$ cat config.mk
export PLATFORM = sky130hd
export DESIGN_NAME = usq_top
export DESIGN_NICKNAME = d
export VERILOG_FILES = /design/src/rtl/usq_pkg.sv /design/src/rtl/usq_store.sv /design/src/rtl/usq_control.sv /design/src/rtl/usq_datapath.sv /design/src/rtl/usq_top.sv
export SDC_FILE = /design/constraint.sdc
export NUM_CORES = 1
export LEC_CHECK = 0
export BUFFER_PORTS_ARGS = -buffer_cell sky130_fd_sc_hd__buf_2
export CAP_MARGIN = 20
export CORE_AREA = 2 2 39 41
export CTS_CLUSTER_SIZE = 16
export DETAILED_ROUTE_END_ITERATION = 8
export DIE_AREA = 0 0 41 43
export SLEW_MARGIN = 25
export SYNTH_ARGS = -nofsm -noshare
export SYNTH_HDL_FRONTEND = slang
export SYNTH_SLANG_ARGS = --single-unit
$ cat constraint.sdc
create_clock -name clk -period 1.6 [get_ports clk]
set_input_delay 0.32 -clock clk [delete_from_list [all_inputs] [get_ports clk]]
set_output_delay 0.32 -clock clk [all_outputs]
set_load 0.005 [all_outputs]
$ cat src/rtl/usq_pkg.sv
package usq_pkg;

  localparam int ADDR_W = 6;
  localparam int CTRL_W = 16;
  localparam int DEPTH  = 1 << ADDR_W;

  typedef enum logic [1:0] {
    BR_NONE = 2'b00,
    BR_C0   = 2'b01,
    BR_C1   = 2'b10,
    BR_BOTH = 2'b11
  } brSel_e;

  typedef struct packed {
    logic [CTRL_W-1:0] ctrl;
    logic [ADDR_W-1:0] next;
    brSel_e            brSel;
  } uWord_t;

  // strobes from the selector decode to the address datapath
  typedef struct packed {
    logic c0ToBit0;
    logic c1ToBit0;
    logic c1ToBit1;
  } brStrobe_t;

  function automatic uWord_t romWord(input logic [ADDR_W-1:0] a);
    uWord_t w;
    w.ctrl  = {a ^ 6'h2A, 4'h5, a};
    w.next  = '0;
    w.brSel = BR_NONE;
    case (a)
      6'd0:  w.next = 6'd1;
      6'd1:  begin w.next = 6'd4;  w.brSel = BR_C0;   end
      6'd2:  w.next = 6'd3;
      6'd4:  begin w.next = 6'd8;  w.brSel = BR_C1;   end
      6'd5:  w.next = 6'd8;
      6'd8:  begin w.next = 6'd12; w.brSel = BR_BOTH; end
      6'd14: w.next = 6'd63;
      6'd15: w.next = 6'd62;
      6'd62: w.next = 6'd2;
      default: w.next = '0;
    endcase
    return w;
  endfunction

endpackage

$ cat src/rtl/usq_store.sv
module usq_store
  import usq_pkg::*;
(
  input  logic [ADDR_W-1:0] uAddr,
  output uWord_t            curWord
);

  uWord_t romArr [DEPTH];

  for (genvar i = 0; i < DEPTH; i++) begin : g_word
    assign romArr[i] = romWord(ADDR_W'(i));
  end

  assign curWord = romArr[uAddr];

endmodule

$ cat src/rtl/usq_control.sv
module usq_control
  import usq_pkg::*;
(
  input  brSel_e    brSel,
  output brStrobe_t strobes
);

  always_comb begin
    strobes = '0;
    unique case (brSel)
      BR_NONE: ;
      BR_C0:   strobes.c0ToBit0 = 1'b1;
      BR_C1:   strobes.c1ToBit0 = 1'b1;
      BR_BOTH: begin
        strobes.c0ToBit0 = 1'b1;
        strobes.c1ToBit1 = 1'b1;
      end
      default: ;
    endcase
  end

endmodule

$ cat src/rtl/usq_datapath.sv
module usq_datapath
  import usq_pkg::*;
(
  input  logic              clk,
  input  logic              rst,
  input  logic [ADDR_W-1:0] baseNext,
  input  brStrobe_t         strobes,
  input  logic [1:0]        condIn,
  output logic [ADDR_W-1:0] uAddr
);

  logic [ADDR_W-1:0] orMask;
  logic [ADDR_W-1:0] nextAddr;

  always_comb begin
    orMask    = '0;
    orMask[0] = (strobes.c0ToBit0 & condIn[0]) | (strobes.c1ToBit0 & condIn[1]);
    orMask[1] = strobes.c1ToBit1 & condIn[1];
    nextAddr  = baseNext | orMask;
  end

  always_ff @(posedge clk) begin
    if (rst) uAddr <= '0;
    else     uAddr <= nextAddr;
  end

endmodule

$ cat src/rtl/usq_top.sv
module usq_top
  import usq_pkg::*;
(
  input  logic              clk,
  input  logic              rst,
  input  logic [1:0]        condIn,
  output logic [CTRL_W-1:0] ctrlOut
);

  logic [ADDR_W-1:0] uAddr;
  uWord_t            curWord;
  brStrobe_t         strobes;

  usq_store u_store (
    .uAddr   (uAddr),
    .curWord (curWord)
  );

  usq_control u_ctrl (
    .brSel   (curWord.brSel),
    .strobes (strobes)
  );

  usq_datapath u_dp (
    .clk      (clk),
    .rst      (rst),
    .baseNext (curWord.next),
    .strobes  (strobes),
    .condIn   (condIn),
    .uAddr    (uAddr)
  );

  assign ctrlOut = curWord.ctrl;

endmodule

After elaboration in Yosys (flattened, before gate mapping)
Memory sizes are Yosys's and may differ from the RTL's.
Cells that the tools add are included.
{"block": "word_totals", "memories": 1, "word_cells": 18, "rom_bits": 1536, "reg_bits": 6}
{"name": "(no name shown)", "depth": 64, "width": 24, "rd": 1, "rd_ports_with_merged_regs": 0, "wr": 0, "line": "usq_store.sv:14", "text": "assign curWord = romArr[uAddr];"}
{"block": "classes", "mux": 5, "n_reduce_logical": 1, "n_eq_ne": 3, "order_cmp": 1, "bitwise": 6}
{"op": "2-to-1 mux 24 bit", "count": 2}
{"op": ">= comparator 7 bit, second input constant", "count": 1}
{"op": "inverter 6 -> 7 bit", "count": 1}
{"op": "bitwise OR 6 x 2 -> 6 bit", "count": 1}
{"op": "equality test 2 bit, second input constant", "count": 2}
{"op": "bitwise AND 1 bit", "count": 3}
{"op": "2-to-1 mux 1 bit", "count": 3}
{"op": "equality test 2 x 1 -> 1 bit, second input constant", "count": 1}
{"op": "OR reduction 2 bit", "count": 1}
{"op": "bitwise OR 1 bit", "count": 1}

Logic depth before layout (Yosys ltp)
Gate-level depths: netlist (run 1).
{"block": "logic_depth", "depth_word": 10, "mapped_depth": 4}

Modules after synthesis
From an unflattened synthesis (run 1), not the netlist that was laid out.
{"block": "unflattened", "hier_cells": 62, "hier_area_um2": 474.2}
{"mod": "usq_store", "cells_per_inst": 45, "seq_area_each_um2": 0.0, "area_per_inst_um2": 284.0, "instances": 1}
{"mod": "usq_datapath", "cells_per_inst": 14, "seq_area_each_um2": 120.1, "area_per_inst_um2": 173.9, "instances": 1}
{"mod": "usq_control", "cells_per_inst": 3, "seq_area_each_um2": 0.0, "area_per_inst_um2": 16.3, "instances": 1}

Worst setup path after synthesis (run 1)
Ideal clock, no wire load.
{"block": "synth_timing", "path_kind": "register to register", "start": "register u_dp.uAddr[3]", "end": "register u_dp.uAddr[1]", "setup_time_ps": 87, "t_arrival_ps": 1178, "path_stages_with_launch": 5, "setup_slack_ps": 335, "synth_period_minus_slack_ps": 1265, "required_time_ps": 1513, "path_cell_list": "dfxtp_1 -> buf_6 -> or3_1 -> a2111o_1 -> o31ai_1"}
{"block": "synth_via", "elab_chain_cells": 8}
{"element": "start: declaration", "line": "usq_datapath.sv:9", "text": "output logic [ADDR_W-1:0] uAddr"}
{"element": "start signal: assignment", "line": "usq_datapath.sv:24", "text": "else uAddr <= nextAddr;"}
{"element": "inverter 6 -> 7 bit (not written as such) (*)", "line": "usq_store.sv:14"}
{"element": "memory read (64 x 24 bit) (*)"}
{"element": "2-to-1 mux 24 bit (not written as such) (*) (2 in a row)", "line": "usq_store.sv:14"}
{"element": "equality test 2 bit", "line": "usq_control.sv:10", "text": "unique case (brSel)"}
{"element": "2-to-1 mux 1 bit", "line": "usq_control.sv:10"}
{"element": "bitwise AND 1 bit", "line": "usq_datapath.sv:18", "text": "orMask[1] = strobes.c1ToBit1 & condIn[1];"}
{"element": "bitwise OR 6 x 2 -> 6 bit (*)", "line": "usq_datapath.sv:19", "text": "nextAddr = baseNext | orMask;"}
Every way passes the cells marked *; elsewhere a longest branch is shown, timed or not. The select of a mux whose other input is x is not followed.
A chain may end at the register's enable or synchronous reset.

Worst setup path after layout (run 1)
{"block": "layout_timing", "start": "register u_dp.uAddr[3]", "end": "output port ctrlOut[13]"}
{"block": "layout_via", "elab_chain_cells": 4}
{"element": "inverter 6 -> 7 bit (not written as such)", "line": "usq_store.sv:14"}
{"element": "memory read (64 x 24 bit)"}
{"element": "2-to-1 mux 24 bit (not written as such) (2 in a row)", "line": "usq_store.sv:14"}
{"element": "end: declaration", "line": "usq_top.sv:7", "text": "output logic [CTRL_W-1:0] ctrlOut"}
Every way passes these cells. The select of a mux whose other input is x is not followed.

==> results of run 1 <==
logic make-up after synthesis:
| family | count (synthesis) | share of synthesized area, % |
|---|---|---|
| xor+xnor | 2 | 5.21 |
| other cells | 2 | 2.23 |
| simple gates | 11 | 16.7 |
| compound gates | 7 | 16.4 |
| fa+ha+maj | 1 | 2.97 |
| buf+inv | 13 | 26.8 |
| flops | 5 | 29.7 |
power by group:
part           switching, µW  internal [µW]  total, µW
combinational           75.4            110        186
sequential              64.6            155        220
clock                   59.9           94.8        155
total                    200            360        560
Yosys cell counts, drive strengths merged:
cell type   n  area (µm²)
conb        2        7.51
nand2b      1        6.26
nor3        1        5.00
or3         3        18.8
a2111o      1        11.3
o31ai       1        7.51
buf        10        78.8
nand2       1        3.75
nor2        3        11.3
a22oi       2        15.0
o32ai       1        8.76
or2         1        6.26
dfxtp       5         100
inv         3        11.3
nand3       1        5.00
maj3        1        10.0
a21oi       1        5.00
xnor2       2        17.5
a21boi      1        7.51
critical path, stage by stage (launching register included):
cell and delay (ps):
dfxtp_1 510, inv_1 100, buf_2 140
per-stage QoR:
| step | util, % | setup slack (ps) | total power [µW] |
|---|---|---|---|
| 3_3_place_gp | 26.0 | 319 | 410 |
| 2_1_floorplan | - | 335 | 381 |
| 6_report | 27.9 | 286 | 560 |
| 5_1_grt | 27.9 | 189 | 615 |
| 4_1_cts | 27.9 | 276 | 570 |
| 3_5_place_dp | 26.0 | 329 | 407 |
routing by layer:
layer	vias up	track usage (%)	wire (µm)
met4	0	2.00	0
met2	19	9.69	264
met3	0	8.90	94
li1	149	-	-
met5	-	0	0
met1	130	12.5	274
area by class of cell:
class                           instances  area share (%)
Inverter                                3            2.91
Timing Repair Buffer                   15            19.4
Sequential cell                         5            25.9
Multi-Input combinational cell         25            39.8
Tap cell                               16            5.18
Clock buffer                            4            6.80
worst min-delay path by stage:
stage / from / to / cells past startpoint
floorplan: rst / u_dp.uAddr[1]$_SDFF_PP0_ / 2
global placement: u_dp.uAddr[2]$_SDFF_PP0_ / u_dp.uAddr[4]$_SDFF_PP0_ / 2
detailed placement: u_dp.uAddr[2]$_SDFF_PP0_ / u_dp.uAddr[4]$_SDFF_PP0_ / 2
CTS: rst / u_dp.uAddr[1]$_SDFF_PP0_ / 3
global route: rst / u_dp.uAddr[1]$_SDFF_PP0_ / 3
finish: rst / u_dp.uAddr[1]$_SDFF_PP0_ / 3
==> implementation parameters, run 1 <==
Parameter                              Value

Finish
  Filler Cells Inserted ... around 160
  Nets ... between 50 and 60
  Combined area of the multi-input logic cells ... 154 µm²
  Top reg by flops ... u_dp.uAddr
  Final standard cell area without fillers ... ~390 µm²
  Number of flip-flops in the largest register ... 5
  Commonest cells after routing, fill and taps aside ... buf_2, dfxtp_1, conb_1
  Final Non-Filler Cells ... ~70
  Diode insertion count for antenna repair ... 0
  Leading cell type in the layout, fill and taps excluded ... buf_2
  Area used by sequential logic in the layout ... 100 µm²
  Layout area overhead ... 14.9%
  Fraction of layout cells with a size suffix above 1 ... 34.6%
  Largest registers ranked by flip-flop count ... u_dp.uAddr: 5 flops

Run status
  Result of the run ... finished, final reports clean

Synthesis
  Netlist Area Pre-Place ... ~340 µm²
  Number of distinct standard cells referenced by the synthesized netlist ... 20
  Number of warning messages in the yosys log ... 0
  Portion of the post-synthesis area used by sequential elements ... 29.7%
  Syn Inst Count ... 41
  Number of synthesized register bits ... 5
  Avg Inst Size Synth ... 8.21 µm²

Pwr
  Worst vdd ir ... between 400 and 500 µV
  Total power divided by cell area ... approximately 1400 mW/mm²
  Leak pwr ... between 0.00015 and 0.0002 µW

Critical path
  Worst endpoint required time ... between 1000 and 1500 ps
  Setup crit end ... ctrlOut[13]
  Reg-to-reg startpoint ... u_dp.uAddr[3]$_SDFF_PP0_
  Reg2reg setup slack ... 320 ps
  Worst-path fanout max ... 10
  Category of the most critical setup path ... flip-flop to output port
  Crit. Startpoint ... u_dp.uAddr[3]$_SDFF_PP0_
  Critical R2R Capture ... u_dp.uAddr[1]$_SDFF_PP0_
  Arr. time, crit path ... around 990 ps
  Worst reg-to-reg path cell count ... 3
  Endpoint type of the worst setup path ... output port
  Kind of start point of the critical path ... flip-flop

Detailed routing
  First-pass iteration count of the detailed router ... 4
  Residual antenna-violating net count after detailed routing ... 0
  Detailed-route vias per instance ... 4.38
  DR iter-0 viols ... 8
  Total number of vias ... a little under 300
  DR WL/cell ... a little over 9 µm
  Drt drc ... 0
  Routed wire length ... ~630 µm

Global route
  Wire length of the first global-routing pass ... just over 1000 µm
  Number of global-route vias before repair ... 234
  Grt total ovfl ... 0
  Pin count of the biggest net entering global routing ... 11
  Global routing usage summed across all routing layers ... 9.03%
  Initial antenna violation count ... 0

STA
  Sum Neg Setup Slack ... 0 ps
  RSZ-0062 raised after global routing ... no
  Final period utilization ... a little over 80%
  Number of hold-slack violations in the final timing report ... 0
  Final-report setup violation count ... 0
  Worst hold slack ... 358 ps
  Maximum clock skew at final layout ... just under 0.8 ps
  Final critical delay including setup and external delays ... 1310 ps
  Number of pins exceeding their max-slew limit in the final report ... 0
  FMAX ... 0.761 GHz

CTS
  Root cell of the clock tree ... clkbuf_4
  Number of H-tree branching levels ... 1
  Post-CTS Hold Buffers ... 0
  Number of buffers on the longest clock path ... 2
  TritonCTS clock tree ... done
  Total setup buffers inserted after CTS ... 0
  TritonCTS buffer count ... 3
  Post-cts gate resize count ... 0
  Clock tree sinks ... 5
  Insertion delay of the later-clocked pin in the worst-skew pair ... 250 ps
  Clock-pin slew of the registers on the worst-case setup and hold paths ... around 50 ps

Floorplan
  Initial Util ... about a quarter
  Die H ... between 40 and 50 µm
  Placeable Area ... ~0.0014 mm²
  Top-level I/O count ... 20
  DIE AREA ... about 0.0018 mm²
  Site row count ... 14
  Die width ... 41 µm

Place
  Final HPWL DP ... 469 µm
  Area post-placement ... approximately 360 µm²
  Global placer's final weighted congestion ... 0.712
  Number of cells in the design after placement ... 64
  PortBufs ... 15

Hold path
  Class of the tightest hold or removal check ... input port to flip-flop

Run
  Max Cap Viol ... 0
Power figures use the tool's default switching activity.
==> run 2, diff against run 1 <==
- clock period: 1.6 -> 1.2 ns (I/O delays scaled with it)
==> implementation parameters, run 2 (synthesized netlist as in run 1, its figures left out) <==
Parameter                              Value

Global route
  Initial antenna violation count ... 0 (unchanged)
  Most used routing layer in global routing ... met2 (was met1)
  Grt total ovfl ... 0 (unchanged)
  Number of global-route vias before repair ... 308 (was 234)
  M2 GR Usage ... 16.6% (was 9.69%)
  Global routing usage summed across all routing layers ... 11.1% (was 9.03%)
  Pin count of the biggest net entering global routing ... 10 (was 11)
  GR met1 Demand/Resource ... 11.6% (was 12.5%)
  Wire length of the first global-routing pass ... 1300 µm (was 1020 µm)
  Met3 track utilization from global routing ... 3.66% (was 8.90%)

STA
  Number of hold-slack violations in the final timing report ... 0 (unchanged)
  Worst hold slack ... 316 ps (was 358 ps)
  Smallest setup slack after layout ... -22.7 ps (was 286 ps)
  Maximum clock skew at final layout ... 2.07 ps (was 0.788 ps)
  RSZ-0062 raised after global routing ... yes (was no)
  FMAX ... roughly 0.82 GHz
  Number of pins exceeding their max-slew limit in the final report ... 0 (unchanged)
  Final-report setup violation count ... 1 (was 0)
  Final period utilization ... 102%
  Sum Neg Setup Slack ... -22.7 ps (was 0 ps)
  Final critical delay including setup and external delays ... roughly 1200 ps

Critical path
  Critical R2R Capture ... u_dp.uAddr[1]$_SDFF_PP0_ (unchanged)
  Worst endpoint required time ... 1350 ps (was 1280 ps)
  Category of the most critical setup path ... flip-flop to flip-flop (was flip-flop to output port)
  Kind of start point of the critical path ... flip-flop (unchanged)
  Crit path largest cell delay ... 380 ps (was 510 ps)
  Reg2reg setup slack ... -20 ps (was 320 ps)
  Worst reg-to-reg path cell count ... 3 (unchanged)
  Arr. time, crit path ... 1370 ps (was 990 ps)
  Worst-path fanout max ... 2 (was 10)
  Slowest cell on the critical path ... a2111o_1 (was dfxtp_1)
  CP Cell Sequence ... or3_1, a2111o_1, o31ai_2 (was inv_1, buf_2)
  Endpoint type of the worst setup path ... flip-flop (was output port)
  Reg-to-reg startpoint ... u_dp.uAddr[2]$_SDFF_PP0_ (was u_dp.uAddr[3]$_SDFF_PP0_)

CTS
  Clock-pin slew of the registers on the worst-case setup and hold paths ... 50 ps (about the same)
  TritonCTS clock tree ... done (unchanged)
  Number of H-tree branching levels ... 1 (unchanged)
  Post-CTS Hold Buffers ... 0 (unchanged)
  Number of buffers on the longest clock path ... 2 (unchanged)
  Root cell of the clock tree ... clkbuf_4 (unchanged)
  Clock tree sinks ... 5 (unchanged)
  TritonCTS buffer count ... 3 (unchanged)
  Insertion delay of the later-clocked pin in the worst-skew pair ... 240 ps (was 250 ps)

Finish
  Largest registers ranked by flip-flop count ... u_dp.uAddr: 5 flops (unchanged)
  Final Non-Filler Cells ... 74 (was 68)
  Layout area overhead ... 33.1% (was 14.9%)
  Nets ... 63 (was 57)
  Diode insertion count for antenna repair ... 0 (unchanged)
  Filler Cells Inserted ... 170 (was 163)
  Commonest cells after routing, fill and taps aside ... buf_2, buf_4, conb_1, dfxtp_1 (was buf_2, dfxtp_1, conb_1)
  Number of flip-flops in the largest register ... 5 (unchanged)
  Final standard cell area without fillers ... 448 µm² (was 387 µm²)
  Top reg by flops ... u_dp.uAddr (unchanged)
  Fraction of layout cells with a size suffix above 1 ... 46.6% (was 34.6%)
  Leading cell type in the layout, fill and taps excluded ... buf_2 (unchanged)

Floorplan
  Die H ... 43 µm (unchanged)
  Initial Util ... 24.3% (unchanged)
  Site row count ... 14 (unchanged)
  Die width ... 41 µm (unchanged)
  DIE AREA ... 0.00176 mm² (unchanged)
  Top-level I/O count ... 20 (unchanged)
  Placeable Area ... 0.00138 mm² (unchanged)

Hold path
  Cell depth of the worst min-delay path ... 3 (unchanged)
  Worst Min Path Start ... rst (unchanged)
  Class of the tightest hold or removal check ... input port to flip-flop (unchanged)
  Worst hold endpoint ... u_dp.uAddr[1]$_SDFF_PP0_ (unchanged)

Detailed routing
  First-pass iteration count of the detailed router ... 4 (unchanged)
  DR iter-0 viols ... 3 (was 8)
  Drt drc ... 0 (unchanged)
  DR WL/cell ... 10.8 µm (was 9.31 µm)
  Total number of vias ... 330 (was 298)
  Detailed-route vias per instance ... 4.46 (was 4.38)
  Residual antenna-violating net count after detailed routing ... 0 (unchanged)
  Routed wire length ... 800 µm (was 633 µm)

Run status
  Violations in the final reports ... negative setup slack
  Result of the run ... finished with violations (was finished, final reports clean)

Pwr
  Leak pwr ... 0.000213 µW (was 0.000176 µW)
  Design Power ... 837 µW (was 560 µW)
  Total power divided by cell area ... 1870 mW/mm² (was 1450 mW/mm²)
  Worst vdd ir ... 463 µV (was 420 µV)

Place
  Global placer's final weighted congestion ... 0.701 (was 0.712)
  Area post-placement ... 405 µm² (was 360 µm²)
  PortBufs ... 15 (unchanged)
  Final HPWL DP ... 593 µm (was 469 µm)
  Number of cells in the design after placement ... 70 (was 64)

Run
  Max Cap Viol ... 0 (unchanged)
run 2: cell types whose count changed in the layout (fill, tap and decap cells not counted):
cell	before	now
buf_2	15	14
buf_6	0	2
dfxtp_1	5	4
inv_1	3	2
buf_4	0	5
o31ai_1	1	0
inv_2	0	1
dfxtp_2	0	1
o31ai_2	0	1
run 2: stage by stage:
stage | setup WS (ps) | util [%]
after floorplan | -65.2 | -
after global placement | -1.31 | 29.3
after detailed placement | 2.06 | 29.3
after CTS | -6.25 | 32.4
after global routing | -64.7 | 32.4
final | -22.7 | 32.4
run 2: how the worst max path moves through the flow:
stage | start | endpoint | slack [ps] | depth (start not counted)
after global placement | u_dp.uAddr[2]$_SDFF_PP0_ | u_dp.uAddr[1]$_SDFF_PP0_ | -1 | 3
after floorplan | u_dp.uAddr[3]$_SDFF_PP0_ | u_dp.uAddr[1]$_SDFF_PP0_ | -70 | 4
final | u_dp.uAddr[2]$_SDFF_PP0_ | u_dp.uAddr[1]$_SDFF_PP0_ | -20 | 3
after global routing | u_dp.uAddr[2]$_SDFF_PP0_ | u_dp.uAddr[1]$_SDFF_PP0_ | -60 | 3
after detailed placement | u_dp.uAddr[2]$_SDFF_PP0_ | u_dp.uAddr[1]$_SDFF_PP0_ | 2 | 3
after CTS | u_dp.uAddr[2]$_SDFF_PP0_ | u_dp.uAddr[1]$_SDFF_PP0_ | -6 | 3
run 2: cell type report:
cell class | instances | area, µm² | area share (%)
Sequential cell | 5 | 101 | 22.6
Tap cell | 16 | 20.0 | 4.47
Timing Repair Buffer | 21 | 130 | 29.1
Inverter | 3 | 11.3 | 2.51
Clock buffer | 4 | 26.3 | 5.87
Multi-Input combinational cell | 25 | 159 | 35.5
run 2: timing repair:
action / in CTS / in global routing
buffers inserted: 1 / 0
pin swaps: 0 / 0
resized for setup: 5 / 0
endpoints found under the setup margin: 3 / 1
run 2: power by group:
group / internal [µW] / switching [µW]
combinational: 211 / 176
sequential: 209 / 44.0
clock: 126 / 71.0
run 2: critical path, delay by kind of cell (launching register included):
kind	cells	cell delay, ps
flops	1	300
simple gates	1	370
compound gates	2	450
run 2: metal layers:
metal / vias up / share of wire [%]
met5: - / 0
met1: 148 / 39
met3: 2 / 12
met2: 21 / 48
li1: 159 / -
met4: 0 / 1.8
